<file path="src/rtl/dma_rb_pkg.sv">
package dma_rb_pkg;
  localparam int REG_AW = 12;
  localparam int ID_W   = 5;
  localparam int IRQ_W  = 2;

  localparam logic [REG_AW-1:0] OFF_IRQ_MASK = 12'h080;
  localparam logic [REG_AW-1:0] OFF_IRQ_SRC  = 12'h084;
  localparam logic [REG_AW-1:0] OFF_IRQ_PEND = 12'h088;
  localparam logic [REG_AW-1:0] OFF_CTRL     = 12'h400;
  localparam logic [REG_AW-1:0] OFF_NEXT_ID  = 12'h404;
  localparam logic [REG_AW-1:0] OFF_START    = 12'h408;
  localparam logic [REG_AW-1:0] OFF_FLAGS    = 12'h40C;
  localparam logic [REG_AW-1:0] OFF_DST      = 12'h410;
  localparam logic [REG_AW-1:0] OFF_SRC      = 12'h414;
  localparam logic [REG_AW-1:0] OFF_XLEN     = 12'h418;
  localparam logic [REG_AW-1:0] OFF_YLEN     = 12'h41C;
  localparam logic [REG_AW-1:0] OFF_DSTRIDE  = 12'h420;
  localparam logic [REG_AW-1:0] OFF_SSTRIDE  = 12'h424;
  localparam logic [REG_AW-1:0] OFF_DONE     = 12'h428;
  localparam logic [REG_AW-1:0] OFF_STATUS   = 12'h430;
  localparam logic [REG_AW-1:0] OFF_CUR_SRC  = 12'h434;
  localparam logic [REG_AW-1:0] OFF_CUR_DST  = 12'h438;

  typedef struct packed {
    logic [ID_W-1:0] id;
    logic [1:0]      flags;
    logic [31:0]     dst;
    logic [31:0]     src;
    logic [31:0]     xlen;
    logic [31:0]     ylen;
    logic [31:0]     dstride;
    logic [31:0]     sstride;
  } dma_desc_t;
endpackage

</file>
<file path="src/rtl/dma_rb_cfg.sv">
module dma_rb_cfg #(
  parameter int LEN_W           = 24,
  parameter int LEN_ALIGN_BITS  = 2,
  parameter int YLEN_W          = 16,
  parameter int ADDR_ALIGN_BITS = 2,
  parameter bit DST_MM          = 1'b1,
  parameter bit SRC_MM          = 1'b0,
  parameter bit CYCLIC_EN       = 1'b1
) (
  input  logic        clk,
  input  logic        rst,
  input  logic [31:0] wdata,
  input  logic        wr_ctrl,
  input  logic        wr_flags,
  input  logic        wr_dst,
  input  logic        wr_src,
  input  logic        wr_xlen,
  input  logic        wr_ylen,
  input  logic        wr_dstride,
  input  logic        wr_sstride,
  output logic        ctrl_en,
  output logic        ctrl_pause,
  output logic [1:0]  flags_rd,
  output logic [31:0] dst_rd,
  output logic [31:0] src_rd,
  output logic [31:0] xlen_rd,
  output logic [31:0] ylen_rd,
  output logic [31:0] dstride_rd,
  output logic [31:0] sstride_rd
);
  logic [LEN_W-1:LEN_ALIGN_BITS] xlen_q;
  logic [YLEN_W-1:0]             ylen_q;
  logic                          last_q;

  always_ff @(posedge clk) begin
    if (rst) begin
      ctrl_en    <= 1'b0;
      ctrl_pause <= 1'b0;
      xlen_q     <= '0;
      ylen_q     <= '0;
      last_q     <= 1'b0;
      dstride_rd <= '0;
      sstride_rd <= '0;
    end else begin
      if (wr_ctrl) begin
        ctrl_en    <= wdata[0];
        ctrl_pause <= wdata[1];
      end
      if (wr_xlen)    xlen_q     <= wdata[LEN_W-1:LEN_ALIGN_BITS];
      if (wr_ylen)    ylen_q     <= wdata[YLEN_W-1:0];
      if (wr_flags)   last_q     <= wdata[1];
      if (wr_dstride) dstride_rd <= wdata;
      if (wr_sstride) sstride_rd <= wdata;
    end
  end

  // Hardwired ones below the alignment, zeros above the supported length
  assign xlen_rd = 32'({xlen_q, {LEN_ALIGN_BITS{1'b1}}});
  assign ylen_rd = 32'(ylen_q);

  generate
    if (CYCLIC_EN) begin : g_cyclic
      logic cyc_q;
      always_ff @(posedge clk) begin
        if (rst)           cyc_q <= 1'b0;
        else if (wr_flags) cyc_q <= wdata[0];
      end
      assign flags_rd = {last_q, cyc_q};
    end else begin : g_no_cyclic
      assign flags_rd = {last_q, 1'b0};
    end

    if (DST_MM) begin : g_dst_mm
      logic [31:ADDR_ALIGN_BITS] dst_q;
      always_ff @(posedge clk) begin
        if (rst)         dst_q <= '0;
        else if (wr_dst) dst_q <= wdata[31:ADDR_ALIGN_BITS];
      end
      assign dst_rd = {dst_q, {ADDR_ALIGN_BITS{1'b0}}};
    end else begin : g_dst_stream
      logic unused_dst_wr;
      assign unused_dst_wr = wr_dst;
      assign dst_rd = '0;
    end

    if (SRC_MM) begin : g_src_mm
      logic [31:ADDR_ALIGN_BITS] src_q;
      always_ff @(posedge clk) begin
        if (rst)         src_q <= '0;
        else if (wr_src) src_q <= wdata[31:ADDR_ALIGN_BITS];
      end
      assign src_rd = {src_q, {ADDR_ALIGN_BITS{1'b0}}};
    end else begin : g_src_stream
      logic unused_src_wr;
      assign unused_src_wr = wr_src;
      assign src_rd = '0;
    end
  endgenerate
endmodule

</file>
<file path="src/rtl/dma_rb_queue.sv">
module dma_rb_queue
  import dma_rb_pkg::*;
#(
  parameter int DEPTH = 4
) (
  input  logic      clk,
  input  logic      rst,
  input  logic      flush,
  input  logic      push,
  input  dma_desc_t din,
  input  logic      pop,
  output dma_desc_t dout,
  output logic      empty,
  output logic      full
);
  localparam int PTR_W = (DEPTH > 1) ? $clog2(DEPTH) : 1;
  localparam int CNT_W = PTR_W + 1;
  localparam logic [PTR_W-1:0] LAST_PTR = PTR_W'(DEPTH - 1);

  dma_desc_t        mem [DEPTH];
  logic [PTR_W-1:0] wr_ptr, rd_ptr;
  logic [CNT_W-1:0] count;

  always_ff @(posedge clk) begin
    if (push) mem[wr_ptr] <= din;
  end

  always_ff @(posedge clk) begin
    if (rst || flush) begin
      wr_ptr <= '0;
      rd_ptr <= '0;
      count  <= '0;
    end else begin
      if (push) wr_ptr <= (wr_ptr == LAST_PTR) ? '0 : wr_ptr + 1'b1;
      if (pop)  rd_ptr <= (rd_ptr == LAST_PTR) ? '0 : rd_ptr + 1'b1;
      count <= count + CNT_W'(push) - CNT_W'(pop);
    end
  end

  assign dout  = mem[rd_ptr];
  assign empty = (count == '0);
  assign full  = (count == CNT_W'(DEPTH));

  p_no_overflow_r6: assert property (@(posedge clk) disable iff (rst)
    count <= CNT_W'(DEPTH));
  p_flush_empty_r8: assert property (@(posedge clk) disable iff (rst)
    flush |=> empty);
endmodule

</file>
<file path="src/rtl/dma_rb_irq.sv">
module dma_rb_irq
  import dma_rb_pkg::*;
(
  input  logic              clk,
  input  logic              rst,
  input  logic              sot_evt,
  input  logic              eot_evt,
  input  logic [ID_W-1:0]   eot_id,
  input  logic              mask_wr,
  input  logic              pend_wr,
  input  logic              done_wr,
  input  logic [31:0]       wdata,
  output logic [IRQ_W-1:0]  mask_q,
  output logic [IRQ_W-1:0]  src_q,
  output logic [31:0]       done_q,
  output logic              irq_o
);
  logic [IRQ_W-1:0] src_n, mask_n;
  logic [31:0]      done_n;

  always_comb begin
    mask_n = mask_wr ? wdata[IRQ_W-1:0] : mask_q;
    src_n  = src_q & ~(pend_wr ? wdata[IRQ_W-1:0] : '0);
    src_n  = src_n | {eot_evt, sot_evt};
    done_n = done_q & ~(done_wr ? wdata : 32'd0);
    if (eot_evt) done_n[eot_id] = 1'b1;
  end

  always_ff @(posedge clk) begin
    if (rst) begin
      mask_q <= '1;
      src_q  <= '0;
      done_q <= '0;
      irq_o  <= 1'b0;
    end else begin
      mask_q <= mask_n;
      src_q  <= src_n;
      done_q <= done_n;
      irq_o  <= |(src_n & ~mask_n);
    end
  end

  p_sot_sets_r9: assert property (@(posedge clk) disable iff (rst)
    sot_evt |=> src_q[0]);
  p_eot_sets_r9: assert property (@(posedge clk) disable iff (rst)
    eot_evt |=> src_q[1]);
  p_irq_pending_r10: assert property (@(posedge clk) disable iff (rst)
    irq_o == |(src_q & ~mask_q));
  p_done_bit_r11: assert property (@(posedge clk) disable iff (rst)
    eot_evt |=> done_q[$past(eot_id)]);
endmodule

</file>
<file path="src/rtl/dma_desc_regbank.sv">
module dma_desc_regbank
  import dma_rb_pkg::*;
#(
  parameter int QUEUE_DEPTH     = 4,
  parameter int LEN_W           = 24,
  parameter int LEN_ALIGN_BITS  = 2,
  parameter int YLEN_W          = 16,
  parameter int ADDR_ALIGN_BITS = 2,
  parameter bit DST_MM          = 1'b1,
  parameter bit SRC_MM          = 1'b0,
  parameter bit CYCLIC_EN       = 1'b1
) (
  input  logic        clk,
  input  logic        rst,
  input  logic        reg_wr,
  input  logic        reg_rd,
  input  logic [11:0] reg_addr,
  input  logic [31:0] reg_wdata,
  output logic [31:0] reg_rdata,
  output logic        reg_rvalid,
  output logic        desc_valid,
  input  logic        desc_pop,
  output logic [4:0]  desc_id,
  output logic [1:0]  desc_flags,
  output logic [31:0] desc_dst,
  output logic [31:0] desc_src,
  output logic [31:0] desc_xlen,
  output logic [31:0] desc_ylen,
  output logic [31:0] desc_dstride,
  output logic [31:0] desc_sstride,
  input  logic        done_valid,
  input  logic [4:0]  done_id,
  input  logic        eng_busy,
  input  logic [31:0] cur_src,
  input  logic [31:0] cur_dst,
  output logic        irq
);
  logic              ctrl_en, ctrl_pause;
  logic [1:0]        flags_rd;
  logic [31:0]       dst_rd, src_rd, xlen_rd, ylen_rd, dstride_rd, sstride_rd;
  logic [IRQ_W-1:0]  mask_q, src_q;
  logic [31:0]       done_q;
  logic [ID_W-1:0]   next_id;
  logic              q_empty, q_full, push_ok, pop_ok;
  dma_desc_t         q_din, q_dout;

  function automatic logic hit(input logic [REG_AW-1:0] off);
    return reg_wr && (reg_addr == off);
  endfunction

  dma_rb_cfg #(
    .LEN_W(LEN_W), .LEN_ALIGN_BITS(LEN_ALIGN_BITS), .YLEN_W(YLEN_W),
    .ADDR_ALIGN_BITS(ADDR_ALIGN_BITS), .DST_MM(DST_MM), .SRC_MM(SRC_MM),
    .CYCLIC_EN(CYCLIC_EN)
  ) cfg_i (
    .clk(clk), .rst(rst), .wdata(reg_wdata),
    .wr_ctrl(hit(OFF_CTRL)), .wr_flags(hit(OFF_FLAGS)),
    .wr_dst(hit(OFF_DST)), .wr_src(hit(OFF_SRC)),
    .wr_xlen(hit(OFF_XLEN)), .wr_ylen(hit(OFF_YLEN)),
    .wr_dstride(hit(OFF_DSTRIDE)), .wr_sstride(hit(OFF_SSTRIDE)),
    .ctrl_en(ctrl_en), .ctrl_pause(ctrl_pause), .flags_rd(flags_rd),
    .dst_rd(dst_rd), .src_rd(src_rd), .xlen_rd(xlen_rd), .ylen_rd(ylen_rd),
    .dstride_rd(dstride_rd), .sstride_rd(sstride_rd)
  );

  assign push_ok    = hit(OFF_START) && reg_wdata[0] && ctrl_en && !q_full;
  assign desc_valid = !q_empty && ctrl_en && !ctrl_pause;
  assign pop_ok     = desc_pop && desc_valid;

  always_comb begin
    q_din.id      = next_id;
    q_din.flags   = flags_rd;
    q_din.dst     = dst_rd;
    q_din.src     = src_rd;
    q_din.xlen    = xlen_rd;
    q_din.ylen    = ylen_rd;
    q_din.dstride = dstride_rd;
    q_din.sstride = sstride_rd;
  end

  dma_rb_queue #(.DEPTH(QUEUE_DEPTH)) queue_i (
    .clk(clk), .rst(rst), .flush(!ctrl_en), .push(push_ok), .din(q_din),
    .pop(pop_ok), .dout(q_dout), .empty(q_empty), .full(q_full)
  );

  assign desc_id      = q_dout.id;
  assign desc_flags   = q_dout.flags;
  assign desc_dst     = q_dout.dst;
  assign desc_src     = q_dout.src;
  assign desc_xlen    = q_dout.xlen;
  assign desc_ylen    = q_dout.ylen;
  assign desc_dstride = q_dout.dstride;
  assign desc_sstride = q_dout.sstride;

  dma_rb_irq irq_i (
    .clk(clk), .rst(rst), .sot_evt(pop_ok), .eot_evt(done_valid),
    .eot_id(done_id), .mask_wr(hit(OFF_IRQ_MASK)), .pend_wr(hit(OFF_IRQ_PEND)),
    .done_wr(hit(OFF_DONE)), .wdata(reg_wdata), .mask_q(mask_q), .src_q(src_q),
    .done_q(done_q), .irq_o(irq)
  );

  always_ff @(posedge clk) begin
    if (rst)          next_id <= '0;
    else if (push_ok) next_id <= next_id + 1'b1;
  end

  always_ff @(posedge clk) begin
    if (rst) begin
      reg_rdata  <= '0;
      reg_rvalid <= 1'b0;
    end else begin
      reg_rvalid <= reg_rd;
      if (reg_rd) begin
        case (reg_addr)
          OFF_IRQ_MASK: reg_rdata <= 32'(mask_q);
          OFF_IRQ_SRC:  reg_rdata <= 32'(src_q);
          OFF_IRQ_PEND: reg_rdata <= 32'(src_q & ~mask_q);
          OFF_CTRL:     reg_rdata <= {30'd0, ctrl_pause, ctrl_en};
          OFF_NEXT_ID:  reg_rdata <= 32'(next_id);
          OFF_START:    reg_rdata <= {31'd0, q_full};
          OFF_FLAGS:    reg_rdata <= {30'd0, flags_rd};
          OFF_DST:      reg_rdata <= dst_rd;
          OFF_SRC:      reg_rdata <= src_rd;
          OFF_XLEN:     reg_rdata <= xlen_rd;
          OFF_YLEN:     reg_rdata <= ylen_rd;
          OFF_DSTRIDE:  reg_rdata <= dstride_rd;
          OFF_SSTRIDE:  reg_rdata <= sstride_rd;
          OFF_DONE:     reg_rdata <= done_q;
          OFF_STATUS:   reg_rdata <= {31'd0, eng_busy};
          OFF_CUR_SRC:  reg_rdata <= cur_src;
          OFF_CUR_DST:  reg_rdata <= cur_dst;
          default:      reg_rdata <= '0;
        endcase
      end
    end
  end

  p_id_step_r5: assert property (@(posedge clk) disable iff (rst)
    push_ok |=> next_id == ID_W'($past(next_id) + 1'b1));
  p_full_hold_r6: assert property (@(posedge clk) disable iff (rst)
    (hit(OFF_START) && q_full && !pop_ok) |=> $stable(next_id));
  p_valid_ctrl_r7: assert property (@(posedge clk) disable iff (rst)
    (desc_valid && !ctrl_en) == 1'b0);
endmodule

</file>
<file path="config.mk">
export PLATFORM = sky130hd
export DESIGN_NAME = dma_desc_regbank
export DESIGN_NICKNAME = d
export VERILOG_FILES = /design/src/rtl/dma_rb_pkg.sv /design/src/rtl/dma_rb_cfg.sv /design/src/rtl/dma_rb_queue.sv /design/src/rtl/dma_rb_irq.sv /design/src/rtl/dma_desc_regbank.sv
export SDC_FILE = /design/constraint.sdc
export NUM_CORES = 1
export LEC_CHECK = 0
export ABC_AREA = 1
export BUFFER_PORTS_ARGS = -buffer_cell sky130_fd_sc_hd__buf_2
export CORE_MARGIN = 2
export CORE_UTILIZATION = 53
export DETAILED_ROUTE_END_ITERATION = 7
export GPL_TIMING_DRIVEN = 1
export PLACE_DENSITY = 0.76
export SYNTH_ARGS = -nofsm -noshare
export SYNTH_HDL_FRONTEND = slang
export SYNTH_SLANG_ARGS = --single-unit
</file>
<file path="constraint.sdc">
create_clock -name clk -period 7.3 [get_ports clk]
set_input_delay 0.365 -clock clk [delete_from_list [all_inputs] [get_ports clk]]
set_output_delay 0.365 -clock clk [all_outputs]
set_load 0.01 [all_outputs]
</file>
# == After elaboration in Yosys (flattened, before gate mapping) ==
# Memories as Yosys holds them, arrays and structs flattened. A register that Yosys moved wholly into a read port is not among the register bits.
# Cells that the tools add are included.
# totals
ff_bits,218
ramBits,556
out_inout_bits,234
word_cells,94
n_memories,1
# classes
addsub,5
order_cmp,2
eq_ne,19
n_mux,13
n_bitwise,10
reduce_logical,25
# memory_table
name,depth,word_bits,read_ports,rd_clocked_by_memory_dff,write_ports,line_no,source
queue_i.mem,4,139,1,1,1,dma_rb_queue.sv:20,dma_desc_t mem [DEPTH];
# op_table
cell,n
32-bit one-hot mux with 16 select lines,1
"12-bit by 11-bit == test with 1-bit output, second input constant",13
32-bit 2-to-1 mux,2
"12-bit by 8-bit == test with 1-bit output, second input constant",3
2-bit by 32-bit AND with 32-bit output,1
32-bit AND,1
2-bit inverter with 32-bit output,1
32-bit inverter,1
32-bit bitwise OR,1
1-bit logical AND,18
2-bit 2-to-1 mux,6
"5-bit by 6-bit less-than comparator with 1-bit output, second input constant",1
"5-bit by 1-bit adder with 5-bit output, second input constant",1
1-bit demux with 5-bit select,1
"5-bit by 1-bit >= comparator with 1-bit output, second input constant",1
"2-bit by 1-bit adder with 2-bit output, second input constant",2
2-bit AND,2
"2-bit == test, second input constant",2
1-bit logical NOT,4
2-bit inverter,2
3-bit by 1-bit adder with 3-bit output,1
"3-bit == test, second input constant",1
3-bit logical NOT,1
1-bit 2-to-1 mux,3
other kinds (4),4

# == Longest topological paths before layout ==
# depth
depth_word,8
mapped_depth,14
ltp_nobuf,12

# == Modules after synthesis ==
# From an unflattened synthesis, not the netlist that was laid out.
# unflattened
cells_unflattened,4299
area_unflattened_um2,43247.7
# modules_own_cells
module,n_inst,cells_per_inst,area_per_inst_um2,seq_area_each_um2
dma_rb_queue,1,2381,31478.9,24083.1
dma_rb_cfg,1,820,5612.9,2722.6
dma_desc_regbank,1,878,4630.7,760.7
dma_rb_irq,1,220,1525.2,740.7

# == Worst setup path after synthesis ==
# OpenSTA, ideal clock, no wires.
# synth_path
path_kind,input to register
startpoint,in reg_addr[11]
endpoint,"mem queue_i.mem[0][0] in the netlist's numbering, enable pin"
t_arrival_ns,7.012
required_time_ns,6.661
setup_slack_ns,-0.351
cell_stages,9
path_cell_list,inv_1 > nand2_1 > nor2_1 > buf_4 > nand2_1 > nor2_1 > nand2_1 > buf_2 > nor2_1
# synth_between
elab_chain_cells,7
# synth_rtl
item,line_no,source
"start, declared",dma_desc_regbank.sv:17,"input logic [11:0] reg_addr,"
12-bit by 11-bit == test with 1-bit output,dma_desc_regbank.sv:48,return reg_wr && (reg_addr == off);
1-bit logical AND,dma_desc_regbank.sv:48,
1-bit logical AND (3 in a row),dma_desc_regbank.sv:66,assign push_ok = hit(OFF_START) && reg_wdata[0] && ctrl_en && !q_full;
1-bit 2-to-1 mux,dma_rb_queue.sv:25,if (push) mem[wr_ptr] <= din;
1-bit 2-to-1 mux (implied by the code),dma_rb_queue.sv:25,
"end, declared",dma_rb_queue.sv:20,
# Every way passes these cells.

==> summary.txt <==
outcome = complete, no violations
Register-to-Register Path Depth = 5
crit path max-delay cell type = clkinv_2
Setup CP Type = reg2out
Post-Syn Area = 31100 sq um
GPL Wtd Cong = 0.900
Worst setup SP type = flop
Post-CTS Setup Inserts = 0
CP required = 6.93 ns
DR WL/cell = 23.5 microns
largest area contributor in the netlist = edfxtp_1
Inst Count DP = 3830
multi-input logic area = 8320 sq um
num rows = 88
dominant synthesized flop cell = edfxtp_1
area delta synth->final = 13.6%
Core Util, Final = 0.611
mean area per synthesized cell = 10.7 sq um
PwrDens = 245 nW/um^2
Slew @ Worst Pin = 1.26 ns
Slew Viols, Final = 0
Synth top area share = 0.537
synth cell count leaders = edfxtp_1 (556), o21ai_0 (466), nor2_1 (387)
Setup crit end kind = output pin
Ys Warns = 0
clock latency on the worst-skew pair = 0.61 ns
vias in the first global route = 21749
Worst VDD drop = 0.185 mV
share of layout cells above drive strength 1 = 0.148
Seq cells post-synth = 776
PortBufs = 293
# setup viols final = 0
die area = 60600 sq um
cts-stage hold buffer count = 0
CP max stage delay = 1.11 ns
fin crit period = 4.28 ns
final wirelength = 93.5 mm
most common cell in the netlist = edfxtp_1
worst-path cell chain = clkinv_2, buf_4, o21ai_0, o22ai_1, buf_2
CP max FO = 70
Final Hold Fails = 0
CP delay by family, top = buffers and inverters
pre-CTS setup slack = 3.63 ns
GR Util All Layers = 0.302
clk buf depth = 3
post-DP HPWL = 59.0 mm
Leakage = 13.3 nW
Worst-path clk slew = 0.06 ns
Vias = 23458
WHS = 0.0408 ns
Core ar. = 57800 sq um
period utilization = 0.586
number of buffers created by CTS = 76
async set-or-reset flop fraction in the synthesized netlist = 0
Routed Antenna Nets = 0
Hold WC Path Type = in2reg
I/O Pins = 354
register area share after synthesis = 0.679
Synth Instances = 2915
final std cells w/o fill = 3975
first-pass GRT wire length = 135 mm
Pre-antenna DRT Iters = 7
DRC = 0
antenna violations before repair = 10
maximum clock frequency = 0.234 GHz
Die Height = 246 microns
clk sinks = 776
H-tree levels = 3
largest net degree at the start of global routing = 227
setup slack after layout = 3.02 ns
CP Buf/Inv Count = 3
clock root buffer = clkbuf_16
RSZ-0062 raised after global routing = no
Initial Util = 0.537
sequential cell area = 21100 sq um
final setup skew = 0.0199 ns
top cells by area, synth = edfxtp_1 (54%), dfxtp_1 (14%), o21ai_0 (7.5%)
TNS Setup = 0 ns
worst hold path depth = 3
Critical Path AT = 3.91 ns
Iteration-0 DRC Markers = 2786
EDFF count, synth = 556
grt total ovfl = 0
Die Width = 246 microns
# fillers = 4653
Levels on crit path = 5
Distinct cells, synth = 39
via/cell ratio = 5.90
max cap viols = 0
nets = 3272
CTS resizes = 0
CTS tree = built
Slew HR = 0.159
-- flip-flops by register name (all words and copies together), names as in the netlist, 16 cells and up, named ones only --
register and count:
cfg_i.dstride_rd 32, cfg_i.g_dst_mm.dst_q 30, cfg_i.sstride_rd 32, cfg_i.xlen_q 22
cfg_i.ylen_q 16, irq_i.done_q 32, queue_i.mem 556, reg_rdata 32
-- power breakdown --
part	total, mW	internal, mW	switching (mW)
clock	3.83	2.19	1.64
sequential	4.66	4.66	0.00169
combinational	0.155	0.0394	0.116
total	8.64	6.89	1.75
-- worst register-to-register path, cell delays in order (launching register included) --
cell and delay (ns):
dfxtp_1 0.41, nor3_1 0.12, nor2_1 0.09, nand2_1 0.39, nor2_4 0.25, buf_12 0.64
-- worst paths after layout --
check	slack [ns]	endpoint	from
min	0.04	cfg_i.sstride_rd[25]	reg_wdata[25]
max	3.02	desc_dstride[15]	flop
min reg2reg	0.46	irq_i.done_q[31]	irq_i.done_q[31]
max reg2reg	4.77	queue_i.mem[0][93]	queue_i.count[1]
-- cells by family (layout without fill, tap and decap cells) --
kind of cell	after synthesis	in the layout	synth area share
buffers and inverters	430	661	0.0614
AND/OR/NAND/NOR	855	855	0.113
XOR/XNOR	1	1	0.000282
flip-flops	776	776	0.679
other	2	66	0.000242
AO/OA/AOI/OAI	842	842	0.142
adder cells (fa/ha/maj)	9	9	0.00387
-- layout by cell type, fill, tap and decap left out, types with 2 or more instances in the layout --
| cell | instances |
|---|---|
| edfxtp_1 | 556 |
| inv_1 | 196 |
| o22ai_1 | 140 |
| diode_2 | 6 |
| inv_2 | 4 |
| nand2_2 | 6 |
| nor2_1 | 383 |
| nor3_2 | 4 |
| nor3_1 | 19 |
| a21oi_1 | 209 |
| clkinvlp_4 | 3 |
| clkinv_2 | 17 |
| buf_4 | 20 |
| buf_2 | 293 |
| o21ai_1 | 23 |
| o21ai_0 | 466 |
| nor2_2 | 4 |
| nand2_1 | 345 |
| clkbuf_8 | 9 |
| clkbuf_1 | 20 |
| buf_12 | 5 |
| nand3_1 | 67 |
| clkinv_1 | 8 |
| ha_1 | 8 |
| dfxtp_4 | 2 |
| clkbuf_16 | 79 |
| inv_6 | 3 |
| nor2_4 | 12 |
| conb_1 | 60 |
| dfxtp_1 | 218 |
| a211oi_1 | 2 |
| bufinv_16 | 3 |
| nand3_2 | 4 |
| and3_1 | 3 |
| nand4_1 | 2 |
-- through the flow --
step           area [sq um]  power (mW)
6_report              35300        8.64
5_1_grt               35300        8.84
4_1_cts               35300        8.65
3_5_place_dp          32900        4.90
3_3_place_gp          32900        4.90
2_1_floorplan         31300        4.85
-- per-layer routing --
layer	vias to the layer above	GRT usage	share of wire
li1	10504	-	-
met1	11284	0.410	0.38
met2	1438	0.466	0.46
met3	222	0.0602	0.11
met4	10	0.149	0.049
met5	-	0	0.00064
-- final cells by class --
cell class / instances / area share
antenna: 6 / 0.000425
clock buffer: 109 / 0.0618
clock inverter: 30 / 0.00641
inverter: 204 / 0.0220
multi-input combinational: 1767 / 0.236
sequential: 776 / 0.598
tap: 765 / 0.0271
timing repair buffer: 318 / 0.0486
No activity file was read; power rests on OpenSTA's default activity.
